## src/rtl/irq_bank_pkg.sv

```systemverilog
package irq_bank_pkg;
  localparam int DATA_W    = 8;
  localparam int NUM_BANKS = 4;
  localparam int ADDR_W    = 6;
  localparam int OFF_W     = 4;

  localparam logic [OFF_W-1:0] OFF_STAT = 4'h0;
  localparam logic [OFF_W-1:0] OFF_REQ  = 4'h4;  // read: request, write: clear
  localparam logic [OFF_W-1:0] OFF_MASK = 4'h8;

  typedef enum logic [1:0] {
    BANK_LO  = 2'd0,
    BANK_HI  = 2'd1,
    BANK_DMA = 2'd2,
    BANK_FIQ = 2'd3
  } bank_e;
endpackage

```

## src/rtl/irq_bank.sv

```systemverilog
module irq_bank
  import irq_bank_pkg::*;
#(
  parameter int NSRC    = 8,
  parameter bit LATCHED = 1'b0
) (
  input  logic              clk_i,
  input  logic              rst_ni,
  input  logic [DATA_W-1:0] src_i,
  input  logic              wr_i,
  input  logic [OFF_W-1:0]  off_i,
  input  logic [DATA_W-1:0] wdata_i,
  output logic [DATA_W-1:0] status_o,
  output logic [DATA_W-1:0] mask_o,
  output logic [DATA_W-1:0] req_o
);
  localparam logic [DATA_W-1:0] VALID = DATA_W'((64'd1 << NSRC) - 64'd1);

  logic [DATA_W-1:0] status_q, mask_q;

  always_ff @(posedge clk_i or negedge rst_ni) begin
    if (!rst_ni)                          mask_q <= '0;
    else if (wr_i && off_i == OFF_MASK)   mask_q <= wdata_i & VALID;
  end

  if (LATCHED) begin : g_latch
    logic [DATA_W-1:0] src_q, rise, clr;
    assign rise = src_i & ~src_q & VALID;
    assign clr  = (wr_i && off_i == OFF_REQ) ? wdata_i : '0;

    always_ff @(posedge clk_i or negedge rst_ni) begin
      if (!rst_ni) begin
        src_q    <= '0;
        status_q <= '0;
      end else begin
        src_q    <= src_i & VALID;
        status_q <= (status_q & ~clr) | rise;  // new edge wins over clear
      end
    end

    a_r5_edge_latch: assert property (@(posedge clk_i) disable iff (!rst_ni)
      (rise != '0) |=> ((status_o & $past(rise)) == $past(rise)));
    a_r6_clear: assert property (@(posedge clk_i) disable iff (!rst_ni)
      (wr_i && off_i == OFF_REQ) |=> ((status_o & $past(wdata_i & ~rise)) == '0));
  end else begin : g_level
    always_ff @(posedge clk_i or negedge rst_ni) begin
      if (!rst_ni) status_q <= '0;
      else         status_q <= src_i & VALID;
    end

    a_r7_level: assert property (@(posedge clk_i) disable iff (!rst_ni)
      (wr_i && off_i == OFF_REQ) |=> (status_o == $past(src_i & VALID)));
  end

  assign status_o = status_q;
  assign mask_o   = mask_q;
  assign req_o    = status_q & mask_q;

  a_r3_mask_load: assert property (@(posedge clk_i) disable iff (!rst_ni)
    (wr_i && off_i == OFF_MASK) |=> (mask_o == $past(wdata_i & VALID)));
  a_r8_stat_wr_no_mask: assert property (@(posedge clk_i) disable iff (!rst_ni)
    (wr_i && off_i == OFF_STAT) |=> $stable(mask_o));
  a_r9_absent_bits: assert property (@(posedge clk_i) disable iff (!rst_ni)
    ((status_o | mask_o) & ~VALID) == '0);
endmodule

```

## src/rtl/irq_rd_mux.sv

```systemverilog
module irq_rd_mux
  import irq_bank_pkg::*;
(
  input  logic [ADDR_W-1:0]                 addr_i,
  input  logic [NUM_BANKS-1:0][DATA_W-1:0]  status_i,
  input  logic [NUM_BANKS-1:0][DATA_W-1:0]  mask_i,
  output logic [DATA_W-1:0]                 rdata_o
);
  logic [1:0]       bank;
  logic [OFF_W-1:0] off;
  assign bank = addr_i[ADDR_W-1:OFF_W];
  assign off  = addr_i[OFF_W-1:0];

  always_comb begin
    unique case (off)
      OFF_STAT: rdata_o = status_i[bank];
      OFF_REQ:  rdata_o = status_i[bank] & mask_i[bank];
      OFF_MASK: rdata_o = mask_i[bank];
      default:  rdata_o = '0;
    endcase
  end
endmodule

```

## src/rtl/irq_bank_ctrl.sv

```systemverilog
module irq_bank_ctrl
  import irq_bank_pkg::*;
#(
  parameter int DMA_SRC = 6
) (
  input  logic              clk_i,
  input  logic              rst_ni,
  input  logic [7:0]        src_a_i,
  input  logic [7:0]        src_b_i,
  input  logic [DMA_SRC-1:0] src_dma_i,
  input  logic [7:0]        src_fiq_i,
  input  logic [ADDR_W-1:0] addr_i,
  input  logic              we_i,
  input  logic [DATA_W-1:0] wdata_i,
  output logic [DATA_W-1:0] rdata_o,
  output logic              irq_o,
  output logic              fiq_o
);
  localparam int PAD = DATA_W - DMA_SRC;

  logic [NUM_BANKS-1:0][DATA_W-1:0] src_w, status_w, mask_w, req_w;

  assign src_w[BANK_LO]  = src_a_i;
  assign src_w[BANK_HI]  = src_b_i;
  assign src_w[BANK_DMA] = {{PAD{1'b0}}, src_dma_i};
  assign src_w[BANK_FIQ] = src_fiq_i;

  for (genvar b = 0; b < NUM_BANKS; b++) begin : g_bank
    irq_bank #(
      .NSRC    ((b == int'(BANK_DMA)) ? DMA_SRC : DATA_W),
      .LATCHED (b == int'(BANK_LO))
    ) u_bank (
      .clk_i    (clk_i),
      .rst_ni   (rst_ni),
      .src_i    (src_w[b]),
      .wr_i     (we_i && addr_i[ADDR_W-1:OFF_W] == 2'(b)),
      .off_i    (addr_i[OFF_W-1:0]),
      .wdata_i  (wdata_i),
      .status_o (status_w[b]),
      .mask_o   (mask_w[b]),
      .req_o    (req_w[b])
    );
  end

  irq_rd_mux u_rd_mux (
    .addr_i   (addr_i),
    .status_i (status_w),
    .mask_i   (mask_w),
    .rdata_o  (rdata_o)
  );

  assign irq_o = |(req_w[BANK_LO] | req_w[BANK_HI] | req_w[BANK_DMA]);
  assign fiq_o = |req_w[BANK_FIQ];

  a_r10_fiq_needs_mask: assert property (@(posedge clk_i) disable iff (!rst_ni)
    fiq_o |-> (mask_w[BANK_FIQ] != '0));
  a_r10_irq_needs_mask: assert property (@(posedge clk_i) disable iff (!rst_ni)
    irq_o |-> ((mask_w[BANK_LO] | mask_w[BANK_HI] | mask_w[BANK_DMA]) != '0));
endmodule

```

## config.mk

```make
export PLATFORM = sky130hd
export DESIGN_NAME = irq_bank_ctrl
export DESIGN_NICKNAME = d
export VERILOG_FILES = /design/src/rtl/irq_bank_pkg.sv /design/src/rtl/irq_bank.sv /design/src/rtl/irq_rd_mux.sv /design/src/rtl/irq_bank_ctrl.sv
export SDC_FILE = /design/constraint.sdc
export NUM_CORES = 1
export LEC_CHECK = 0
export BUFFER_PORTS_ARGS = -buffer_cell sky130_fd_sc_hd__buf_2
export CAP_MARGIN = 10
export CELL_PAD_IN_SITES_DETAIL_PLACEMENT = 1
export CELL_PAD_IN_SITES_GLOBAL_PLACEMENT = 1
export CORE_MARGIN = 2
export CORE_UTILIZATION = 25
export DETAILED_ROUTE_END_ITERATION = 6
export GPL_ROUTABILITY_DRIVEN = 0
export HOLD_SLACK_MARGIN = 0.02
export PLACE_DENSITY = 0.47
export SYNTH_ARGS = -nofsm -noshare
export SYNTH_HDL_FRONTEND = slang
export SYNTH_SLANG_ARGS = --single-unit
```

## constraint.sdc

```tcl
create_clock -name clk_i -period 1.45 [get_ports clk_i]
set_clock_uncertainty 0.2 [all_clocks]
set_input_delay 0.0725 -clock clk_i [delete_from_list [all_inputs] [get_ports clk_i]]
set_output_delay 0.0725 -clock clk_i [all_outputs]
set_load 0.005 [all_outputs]
```

* Yosys cells after proc, flatten, opt, wreduce, memory -nomap -nowiden
Cells that the tools add are included.
** Storage, ports and cells
- Input port bits :: 47
- Bits in registers :: 68
- Logic and storage cells :: 46
** Cells by class
- Reductions and logical operators :: 13
- Equal/unequal tests :: 5
- Bitwise gates (word level) :: 12
- $lt $le $gt $ge :: 1
- Multiplexer cells :: 6
** Operator list (count)
- bitwise AND 8 bit :: 6
- binary-select mux 8 bit (select 2 bit) :: 2
- two-way mux 8 bit :: 3
- bitwise OR 8 bit :: 3
- one-hot mux 8 bit (3 select lines) :: 1
- NOT 8 bit :: 2
- OR reduction 8 bit :: 2
- logical AND 1 bit :: 9
- bitwise AND 6 bit :: 1
- equality test 2 bit (second input constant) :: 2
- equality test 4 x 3 -> 1 bit (second input constant) :: 1
- equality test 4 bit (second input constant) :: 1
- zero test 4 bit :: 1
- < comparator 2 x 3 -> 1 bit (second input constant) :: 1
- equality test 2 x 1 -> 1 bit (second input constant) :: 1
- zero test 2 bit :: 1

* Longest topological paths before layout
Gate-level depths: netlist of the first run.
- Depth in word-level cells :: 7
- Depth in mapped cells :: 6
- Gate-level depth less buffers :: 4

* Modules after synthesis
A second synthesis of the first run with hierarchy kept.
** Unflattened totals
- Cell total of the unflattened synthesis :: 265
- Area total of the unflattened synthesis :: 3276.9 µm²
** By module, submodules not included
- irq_bank (g_bank[1].u_bank ...) :: sequential area each 400.4 µm², instances 2, area an instance 565.5 µm², cells an instance 34
- irq_bank (g_bank[0].u_bank) :: sequential area each 600.6 µm², instances 1, area an instance 979.7 µm², cells an instance 78
- irq_rd_mux :: sequential area each 0.0 µm², instances 1, area an instance 585.6 µm², cells an instance 69
- irq_bank (g_bank[2].u_bank) :: sequential area each 300.3 µm², instances 1, area an instance 479.2 µm², cells an instance 33
- irq_bank_ctrl :: sequential area each 0.0 µm², instances 1, area an instance 101.3 µm², cells an instance 17

* Worst setup path after synthesis of the first run
No wires, ideal clock.
- Path type :: register to output
- From :: reg g_bank[1].u_bank.mask_q[6]
- To :: out rdata_o[6]
- Stages on the path, launching flop included :: 5
- Path buffers :: 0
- Path slack :: 89 ps
- Data arrival time :: 1088 ps
- Cell sequence :: dfrtp_1 mux2_2 a22oi_1 maj3_1 nor4_1
** On the way
- Cells in the longest elaborated chain, start to end :: 4
** RTL lines
- start: declaration :: line irq_bank.sv:19 : logic [DATA_W-1:0] status_q, mask_q;
- start signal: assignment :: line irq_bank.sv:23 : else if (wr_i && off_i == OFF_MASK) mask_q <= wdata_i & VALID;
- binary-select mux 8 bit (select 2 bit) * :: line irq_rd_mux.sv:17, irq_rd_mux.sv:18
- two-way mux 8 bit (not written as such) * :: line irq_rd_mux.sv:17, irq_rd_mux.sv:18
- bitwise AND 8 bit :: line irq_rd_mux.sv:17 : OFF_REQ: rdata_o = status_i[bank] & mask_i[bank];
- one-hot mux 8 bit (3 select lines) * :: line irq_rd_mux.sv:15 : unique case (off)
- end: declaration :: line irq_bank_ctrl.sv:15 : output logic [DATA_W-1:0] rdata_o,
Every way passes the cells marked *; elsewhere a longest branch is shown, timed or not. The select of a mux whose other input is x is not followed.

* Final worst setup path of the first run
- From :: reg g_bank[1].u_bank.mask_q[5]
- To :: out irq_o
** On the way
- Cells in the longest elaborated chain, start to end :: 4
** RTL lines
- bitwise AND 8 bit :: line irq_bank.sv:57 : assign req_o = status_q & mask_q;
- bitwise OR 8 bit (2 in a row) :: line irq_bank_ctrl.sv:52 : assign irq_o = |(req_w[BANK_LO] | req_w[BANK_HI] | req_w[BANK_DMA]);
- OR reduction 8 bit :: line irq_bank_ctrl.sv:52
- end: declaration :: line irq_bank_ctrl.sv:16 : output logic irq_o,
No other way between the ends.

==> reports/qor.log, run 1 <==
qor: status.status complete, but fails checks
qor: status.violations_in_the_final_reports setup timing
qor: layout.fin_util 38.4%
qor: clock_network.clock_latency 0.34 ns
qor: pwr.power.share.switching 24.1%
qor: layout.syn_to_final_growth 50.9%
qor: pwr.p_int 4.29 mW
qor: worst_setup_path.combined_buffer_and_inverter_count_along_the_critical_path 1
qor: logic_synthesis.post-synth-top-count-cell sky130_fd_sc_hd__dfrtp_1
qor: clock_network.cts.reportedPaths.clkPinSlew 0.06 ns
qor: detailed_routing.wl 9600 microns
qor: pwr.pwr-share-seq 38.8%
qor: detailed_routing.drt_first_pass_iters 6
qor: pwr.switching_power_total 1.36 mW
qor: clock_network.max-clock-path-buffers 2
qor: worst_setup_path.critical_path.cell_chain a22o_1 -> a221oi_2 -> and4_1 -> nand4_1 -> buf_2
qor: logic_synthesis.ys_ff_latch 68
qor: layout.antenna-diode-count 0
qor: layout.final-instance-count-excl-fill 557
qor: worst_setup_path.critPathLaunchType register
qor: detailed_routing.detailroute.via_count 2532
qor: timing.worst_pin_slew 0.395 ns
qor: pwr.cellPowerDensity 1170 mW/mm^2
qor: clock_network.cts.root.buffer_cell sky130_fd_sc_hd__clkbuf_16
qor: placement.detailedPlacementHpwl 6750 microns
qor: grt.number_of_global_route_vias_before_repair 2713
qor: detailed_routing.drc_errors 0
qor: logic_synthesis.avgSynthCellArea 13.2 sq um
qor: floorplanning.rows 41
qor: worst_setup_path.cp_slowest_cell sky130_fd_sc_hd__dfrtp_1
qor: timing.period_minus_slack 1.99 ns
qor: worst_setup_path.setup.worst_path.end_class output pin
qor: layout.final_net_count 427
qor: worst_setup_path.cp.required 1.18 ns
qor: detailed_routing.post_drt_wl_per_cell 17.2 microns
qor: worst_setup_path.path_class register to output pin
qor: grt.grt.overflow.total 0
qor: logic_synthesis.dominantRegCellSynth sky130_fd_sc_hd__dfrtp_1
qor: hold_path.hold_path.class input pin to async pin
qor: clock_network.cts-htree-levels 3
qor: logic_synthesis.yosys_warnings 0
qor: worst_setup_path.highest_net_fanout_along_the_worst_path 3
qor: logic_synthesis.seq_area_frac_synth 53.2%
qor: detailed_routing.viasPerCell 4.55
qor: detailed_routing.drtAntennaViolNets 0
qor: layout.fillCellCount 1348
qor: grt.grt_start_max_net_pins 69
qor: logic_synthesis.library_cell_occupying_the_most_area_in_the_post_synthesis_netlist sky130_fd_sc_hd__dfrtp_1
qor: logic_synthesis.netlist_instances 243
qor: worst_setup_path.timing.critical_path.arrival 1.72 ns
qor: clock_network.tritoncts_clock_tree done
qor: timing.final_critical_path_setup_slack -0.544 ns
qor: timing.finalHoldViolations 0
qor: timing.clock.fmax 0.502 GHz
qor: timing.final_max_slew_viol_count 0
qor: pwr.pwr-share-clk 45.6%
qor: pwr.combPwrFrac 15.6%
qor: grt.number_of_antenna_violations_at_the_first_check_in_global_routing 0
qor: timing.slew-limit-headroom 73.6%
qor: clock_network.cts_inserted_buffers 9
qor: logic_synthesis.post_synth_most_frequent_cells 68 x sky130_fd_sc_hd__dfrtp_1, 38 x sky130_fd_sc_hd__mux2_2, 18 x sky130_fd_sc_hd__nand2_1
qor: floorplanning.num_io_pins 57
qor: worst_setup_path.startpoint_of_the_most_critical_register_to_register_path g_bank[3].u_bank.mask_o[6]
qor: timing.timing.final.setup_violations 10
qor: pwr.design_power_total 5.65 mW
qor: floorplanning.initial_core_util 25.4%
qor: logic_synthesis.synth_top_cell_area_share 53.2%
qor: logic_synthesis.async_sr_flop_fraction 100%
qor: floorplanning.design.die.area 0.0137 sq mm
qor: logic_synthesis.syn-cell-area 0.00320 sq mm
qor: worst_setup_path.critPathTopFamily compound AO/OA/AOI/OAI gates
qor: grt.grt_pass1_wl 15300 microns
qor: floorplanning.dieHeight 117 microns
qor: logic_synthesis.synth.distinct_cells 34
qor: detailed_routing.drt-initial-drc-count 73
qor: clock_network.cts_num_sinks 68
qor: job.max_cap_violations 0
qor: timing.grt_setup_unrepaired yes
qor: pwr.leakagePower 2.23 nW
qor: logic_synthesis.synth.top_cells.by_area sky130_fd_sc_hd__dfrtp_1 53%, sky130_fd_sc_hd__mux2_2 13%, sky130_fd_sc_hd__a22o_1 3.3%, sky130_fd_sc_hd__mux2i_1 3.1%, sky130_fd_sc_hd__a22oi_1 2.3%
qor: layout.final_layout_size_suffix_gt1_share 48.8%
qor: grt.grtUsageTotal 15.6%
qor: logic_synthesis.syn-num-nets 290
qor: placement.post-place-cells 500
qor: pwr.ir_drop_worst_vdd 605 uV
qor: floorplanning.die-width 117 microns
qor: logic_synthesis.number_of_enable_type_register_cells_in_the_synthesized_netlist 0
qor: worst_setup_path.max_stage_delay 0.39 ns
qor: timing.finalCritPeriodShare 137%
qor: placement.dpl_worst_slack -0.275 ns
qor: timing.timing.hold.ws 0.0743 ns
qor: placement.buffer_ports.inserted 56
qor: worst_setup_path.startpoint g_bank[1].u_bank.mask_o[5]
qor: floorplanning.floorplan.core_area 0.0126 sq mm
[cell type report]
class	count	area [sq um]	area share (%)
multi-input cells	153	1470	30.4
clock inverters	6	111	2.31
clock buffers	10	239	4.96
inverters	9	33.8	0.701
repair buffers	139	1050	21.9
well taps	172	215	4.46
flip-flops and latches	68	1700	35.3
[stage by stage]
step	cell area, sq um	setup TNS (ns)
floorplan	3200	0
global placement	3930	-5.50
detailed placement	3930	-5.77
CTS	4780	-3.55
global route	4820	-4.20
finish	4820	-3.26
[worst min-delay path, cell delays in order]
cell and delay [ns]:
sky130_fd_sc_hd__dlygate4sd3_1 0.52, sky130_fd_sc_hd__buf_2 0.12, sky130_fd_sc_hd__buf_12 0.30
[state kept, by name, summed over array words and instances (netlist names)]
signal / count
g_bank.u_bank.mask_o: 30
g_bank.u_bank.g_latch.src_q: 8
g_bank.u_bank.status_o: 30
[power by group through the flow]
stage | clock, mW | sequential, mW | combinational, mW
global placement | 0 | 2.21 | 0.734
CTS | 2.66 | 2.19 | 0.876
finish | 2.58 | 2.19 | 0.883
detailed placement | 0 | 2.21 | 0.743
floorplan | 0 | 2.17 | 0.400
global route | 2.74 | 2.21 | 0.974
[timing repair]
item,4_1_cts,5_1_grt
setup buffers,1,2
gates resized for setup,29,6
setup endpoints to repair,10,10
hold buffers,39,0
pin swaps,16,7
endpoints found under the hold margin,136,0
[final timing paths]
| path | to | slack [ns] | cells past startpoint |
|---|---|---|---|
| setup / recovery | irq_o | -0.54 | 5 |
| hold / removal | g_bank[0].u_bank.g_latch.src_q[6] | 0.07 | 3 |
| setup reg to reg | g_bank[3].u_bank.mask_o[6] | 0.34 | 2 |
| hold reg to reg | g_bank[0].u_bank.status_o[4] | 0.33 | 1 |
| max in group asynchronous | g_bank[0].u_bank.mask_o[2] | 0.62 | 3 |
| min in group clk_i | g_bank[0].u_bank.mask_o[4] | 0.08 | 3 |
[per-layer routing]
metal	up-vias	wire (microns)	global-route usage (%)
li1	1187	-	-
met1	1289	4520	20.3
met2	45	4580	25.0
met3	11	375	5.10
met4	0	121	4.47
met5	-	0	0
[cells in the final DEF, fill, tap and decap left out, drive strengths merged, types with 3 or more instances in the layout]
cell type / n
a221oi: 6
a22o: 12
a22oi: 10
a311oi: 5
buf: 100
bufinv: 3
clkbuf: 10
dfrtp: 68
dlygate4sd3: 39
inv: 9
mux2: 39
mux2i: 10
nand2: 18
nand2b: 5
nand3: 11
nand4: 3
nor2b: 5
nor3b: 5
o211ai: 5
o21ai: 5
[kinds of logic after synthesis]
family / Yosys count / synth area share (%)
buffers and inverters: 22 / 4.70
adders and majority gates: 2 / 0.626
DFF: 68 / 53.2
muxes: 51 / 18.4
AOI/OAI and AO/OA: 44 / 10.8
and+or+nand+nor: 56 / 12.3
Note: power is estimated with default switching activity, not from simulation.
==> inputs of run 2 (changes only) <==
--- a/config.mk
+++ b/config.mk
@@ -11,10 +11,13 @@
 export CELL_PAD_IN_SITES_GLOBAL_PLACEMENT = 1
 export CORE_MARGIN = 2
 export CORE_UTILIZATION = 25
+export CTS_CLUSTER_SIZE = 30
 export DETAILED_ROUTE_END_ITERATION = 6
 export GPL_ROUTABILITY_DRIVEN = 0
 export HOLD_SLACK_MARGIN = 0.02
 export PLACE_DENSITY = 0.47
+export SETUP_SLACK_MARGIN = 0.1
+export SKIP_LAST_GASP = 1
 export SYNTH_ARGS = -nofsm -noshare
 export SYNTH_HDL_FRONTEND = slang
 export SYNTH_SLANG_ARGS = --single-unit
==> run 2 against run 1 <==
  * The run still ends with setup timing left
  * Clock-buffer cell count is 4 higher
  * Non-clock buffer count is 7 higher
  * Utilization is 0.74 points higher
  * Via count is 2.3% lower
  * Highest routed layer unchanged
==> reports/qor.log, run 2 (synthesis gave the netlist of run 1 again) <==
qor: detailed_routing.drt-initial-drc-count 105
qor: timing.timing.final.setup_violations 10
qor: grt.grtUsageTotal 15.5%
qor: pwr.leakagePower 2.29 nW
qor: layout.fin_util 39.1%
qor: layout.commonest_cells_after_routing_fill_and_taps_aside 66 x sky130_fd_sc_hd__dfrtp_1, 55 x sky130_fd_sc_hd__buf_2, 43 x sky130_fd_sc_hd__buf_4
qor: worst_setup_path.startpoint_of_the_most_critical_register_to_register_path g_bank[0].u_bank.mask_o[6]
qor: timing.finalHoldViolations 0
qor: status.violations_in_the_final_reports setup timing
qor: clock_network.cts.root.buffer_cell sky130_fd_sc_hd__clkbuf_16
qor: pwr.combPwrFrac 17.3%
qor: floorplanning.dieHeight 117 microns
qor: pwr.ir_drop_worst_vdd 505 uV
qor: placement.dpl_worst_slack -0.283 ns
qor: worst_setup_path.r2r_cells 2
qor: grt.grt_pass1_wl 15200 microns
qor: floorplanning.num_io_pins 57
qor: timing.finalCritPeriodShare 134%
qor: detailed_routing.post_drt_wl_per_cell 17.2 microns
qor: status.status complete, but fails checks
qor: layout.final_net_count 434
qor: placement.detailedPlacementHpwl 7030 microns
qor: worst_setup_path.regToRegSetupSlack 0.34 ns
qor: job.max_cap_violations 0
qor: detailed_routing.wl 9690 microns
qor: placement.buffer_ports.inserted 56
qor: worst_setup_path.path_class register to output pin
qor: pwr.pwr-share-seq 41.0%
qor: clock_network.cts_num_sinks 68
qor: timing.final_critical_path_setup_slack -0.500 ns
qor: floorplanning.initial_core_util 25.4%
qor: worst_setup_path.setup.worst_path.end_class output pin
qor: pwr.cellPowerDensity 1090 mW/mm^2
qor: clock_network.cts-htree-levels 3
qor: timing.final_max_slew_viol_count 0
qor: grt.grt.overflow.total 0
qor: detailed_routing.drtAntennaViolNets 0
qor: pwr.pwr-share-clk 41.6%
qor: layout.antenna-diode-count 0
qor: worst_setup_path.cp.required 1.18 ns
qor: hold_path.hold_path.class input pin to async pin
qor: worst_setup_path.timing.critical_path.arrival 1.68 ns
qor: floorplanning.rows 41
qor: worst_setup_path.critical_path.endpoint irq_o
qor: layout.leading_cell_type_in_the_layout_fill_and_taps_excluded sky130_fd_sc_hd__dfrtp_1
qor: timing.slew-limit-headroom 73.2%
qor: worst_setup_path.critPathLaunchType register
qor: layout.fillCellCount 1342
qor: grt.grt_start_max_net_pins 35
qor: worst_setup_path.startpoint g_bank[1].u_bank.mask_o[5]
qor: timing.period_minus_slack 1.95 ns
qor: worst_setup_path.highest_net_fanout_along_the_worst_path 3
qor: floorplanning.die-width 117 microns
qor: grt.number_of_antenna_violations_at_the_first_check_in_global_routing 0
qor: clock_network.tritoncts_clock_tree done
qor: floorplanning.design.die.area 0.0137 sq mm
qor: detailed_routing.detailroute.via_count 2475
qor: detailed_routing.drt_first_pass_iters 4
qor: clock_network.cts.reportedPaths.clkPinSlew 0.05 ns
qor: clock_network.max-clock-path-buffers 2
qor: floorplanning.floorplan.core_area 0.0126 sq mm
qor: clock_network.clock_latency 0.33 ns
qor: clock_network.cts_inserted_buffers 9
qor: detailed_routing.drc_errors 0
qor: pwr.p_int 4.07 mW
qor: pwr.power.share.switching 23.9%
qor: layout.syn_to_final_growth 53.8%
qor: timing.clock.fmax 0.513 GHz
qor: grt.number_of_global_route_vias_before_repair 2717
qor: worst_setup_path.reg_to_reg_critical_path_endpoint g_bank[0].u_bank.mask_o[6]
qor: detailed_routing.viasPerCell 4.40
qor: layout.final_layout_size_suffix_gt1_share 49.9%
qor: timing.grt_setup_unrepaired yes
qor: pwr.switching_power_total 1.28 mW
qor: timing.worst_pin_slew 0.402 ns
## run 2: per-layer routing
layer | global-route usage (%) | vias to the layer above | routed length [microns]
li1 | - | 1196 | -
met1 | 19.8 | 1223 | 4510
met2 | 25.4 | 48 | 4690
met3 | 4.79 | 8 | 350
met4 | 4.39 | 0 | 132
met5 | 0 | - | 0
## run 2: worst min path at each step
stage / startpoint / to / depth (start not counted)
2_1_floorplan: rst_ni / g_bank[0].u_bank.g_latch.src_q[0] / 0
3_3_place_gp: rst_ni / g_bank[2].u_bank.mask_o[3] / 1
3_5_place_dp: rst_ni / g_bank[2].u_bank.mask_o[3] / 1
4_1_cts: rst_ni / g_bank[2].u_bank.mask_o[3] / 2
5_1_grt: rst_ni / g_bank[0].u_bank.status_o[3] / 2
6_report: rst_ni / g_bank[0].u_bank.status_o[3] / 2
## run 2: power by group through the flow
stage / Sequential (mW) / Clock (mW) / Combinational, mW
after global placement: 2.22 / 0 / 0.751
final: 2.19 / 2.23 / 0.925
after detailed placement: 2.22 / 0 / 0.759
after CTS: 2.19 / 2.30 / 0.907
after global routing: 2.21 / 2.39 / 1.01
after floorplan: 2.17 / 0 / 0.403
## run 2: layout make-up
cell class / count / area (sq um) / share of cell area (%)
sequential: 68 / 1700 / 34.7
inverter: 9 / 33.8 / 0.688
clock buffer: 14 / 274 / 5.58
clock inverter: 1 / 30.0 / 0.611
timing repair buffer: 146 / 1140 / 23.2
multi-input combinational: 153 / 1510 / 30.8
tap: 172 / 215 / 4.38
## run 2: metrics by stage
step           instances  total power, mW  setup TNS [ns]  hold WS [ns]  instance area, sq um
2_1_floorplan        243             2.57               0        -0.423                  3210
3_3_place_gp         504             2.97           -8.02        -0.166                  4010
3_5_place_dp         504             2.97           -7.90        -0.177                  4010
4_1_cts              560             5.39           -3.47      0.000807                  4820
5_1_grt              563             5.61           -3.94        0.0461                  4910
6_report             563             5.34           -3.20      0.000427                  4910
## run 2: critical path: stages, from the launching register on
cell	delay, ns
sky130_fd_sc_hd__dfrtp_1	0.39
sky130_fd_sc_hd__a22o_1	0.25
sky130_fd_sc_hd__a221oi_2	0.20
sky130_fd_sc_hd__and4_1	0.24
sky130_fd_sc_hd__nand4_1	0.12
sky130_fd_sc_hd__buf_2	0.15
## run 2: repair_timing
item                                    in CTS  in global routing
pin swaps                                   16                  7
hold endpoints to repair                   136                  0
resized for setup                           27                 15
buffers inserted                             2                  3
cloned                                       0                  0
endpoints found under the setup margin      11                 13
hold buffers                                39                  0
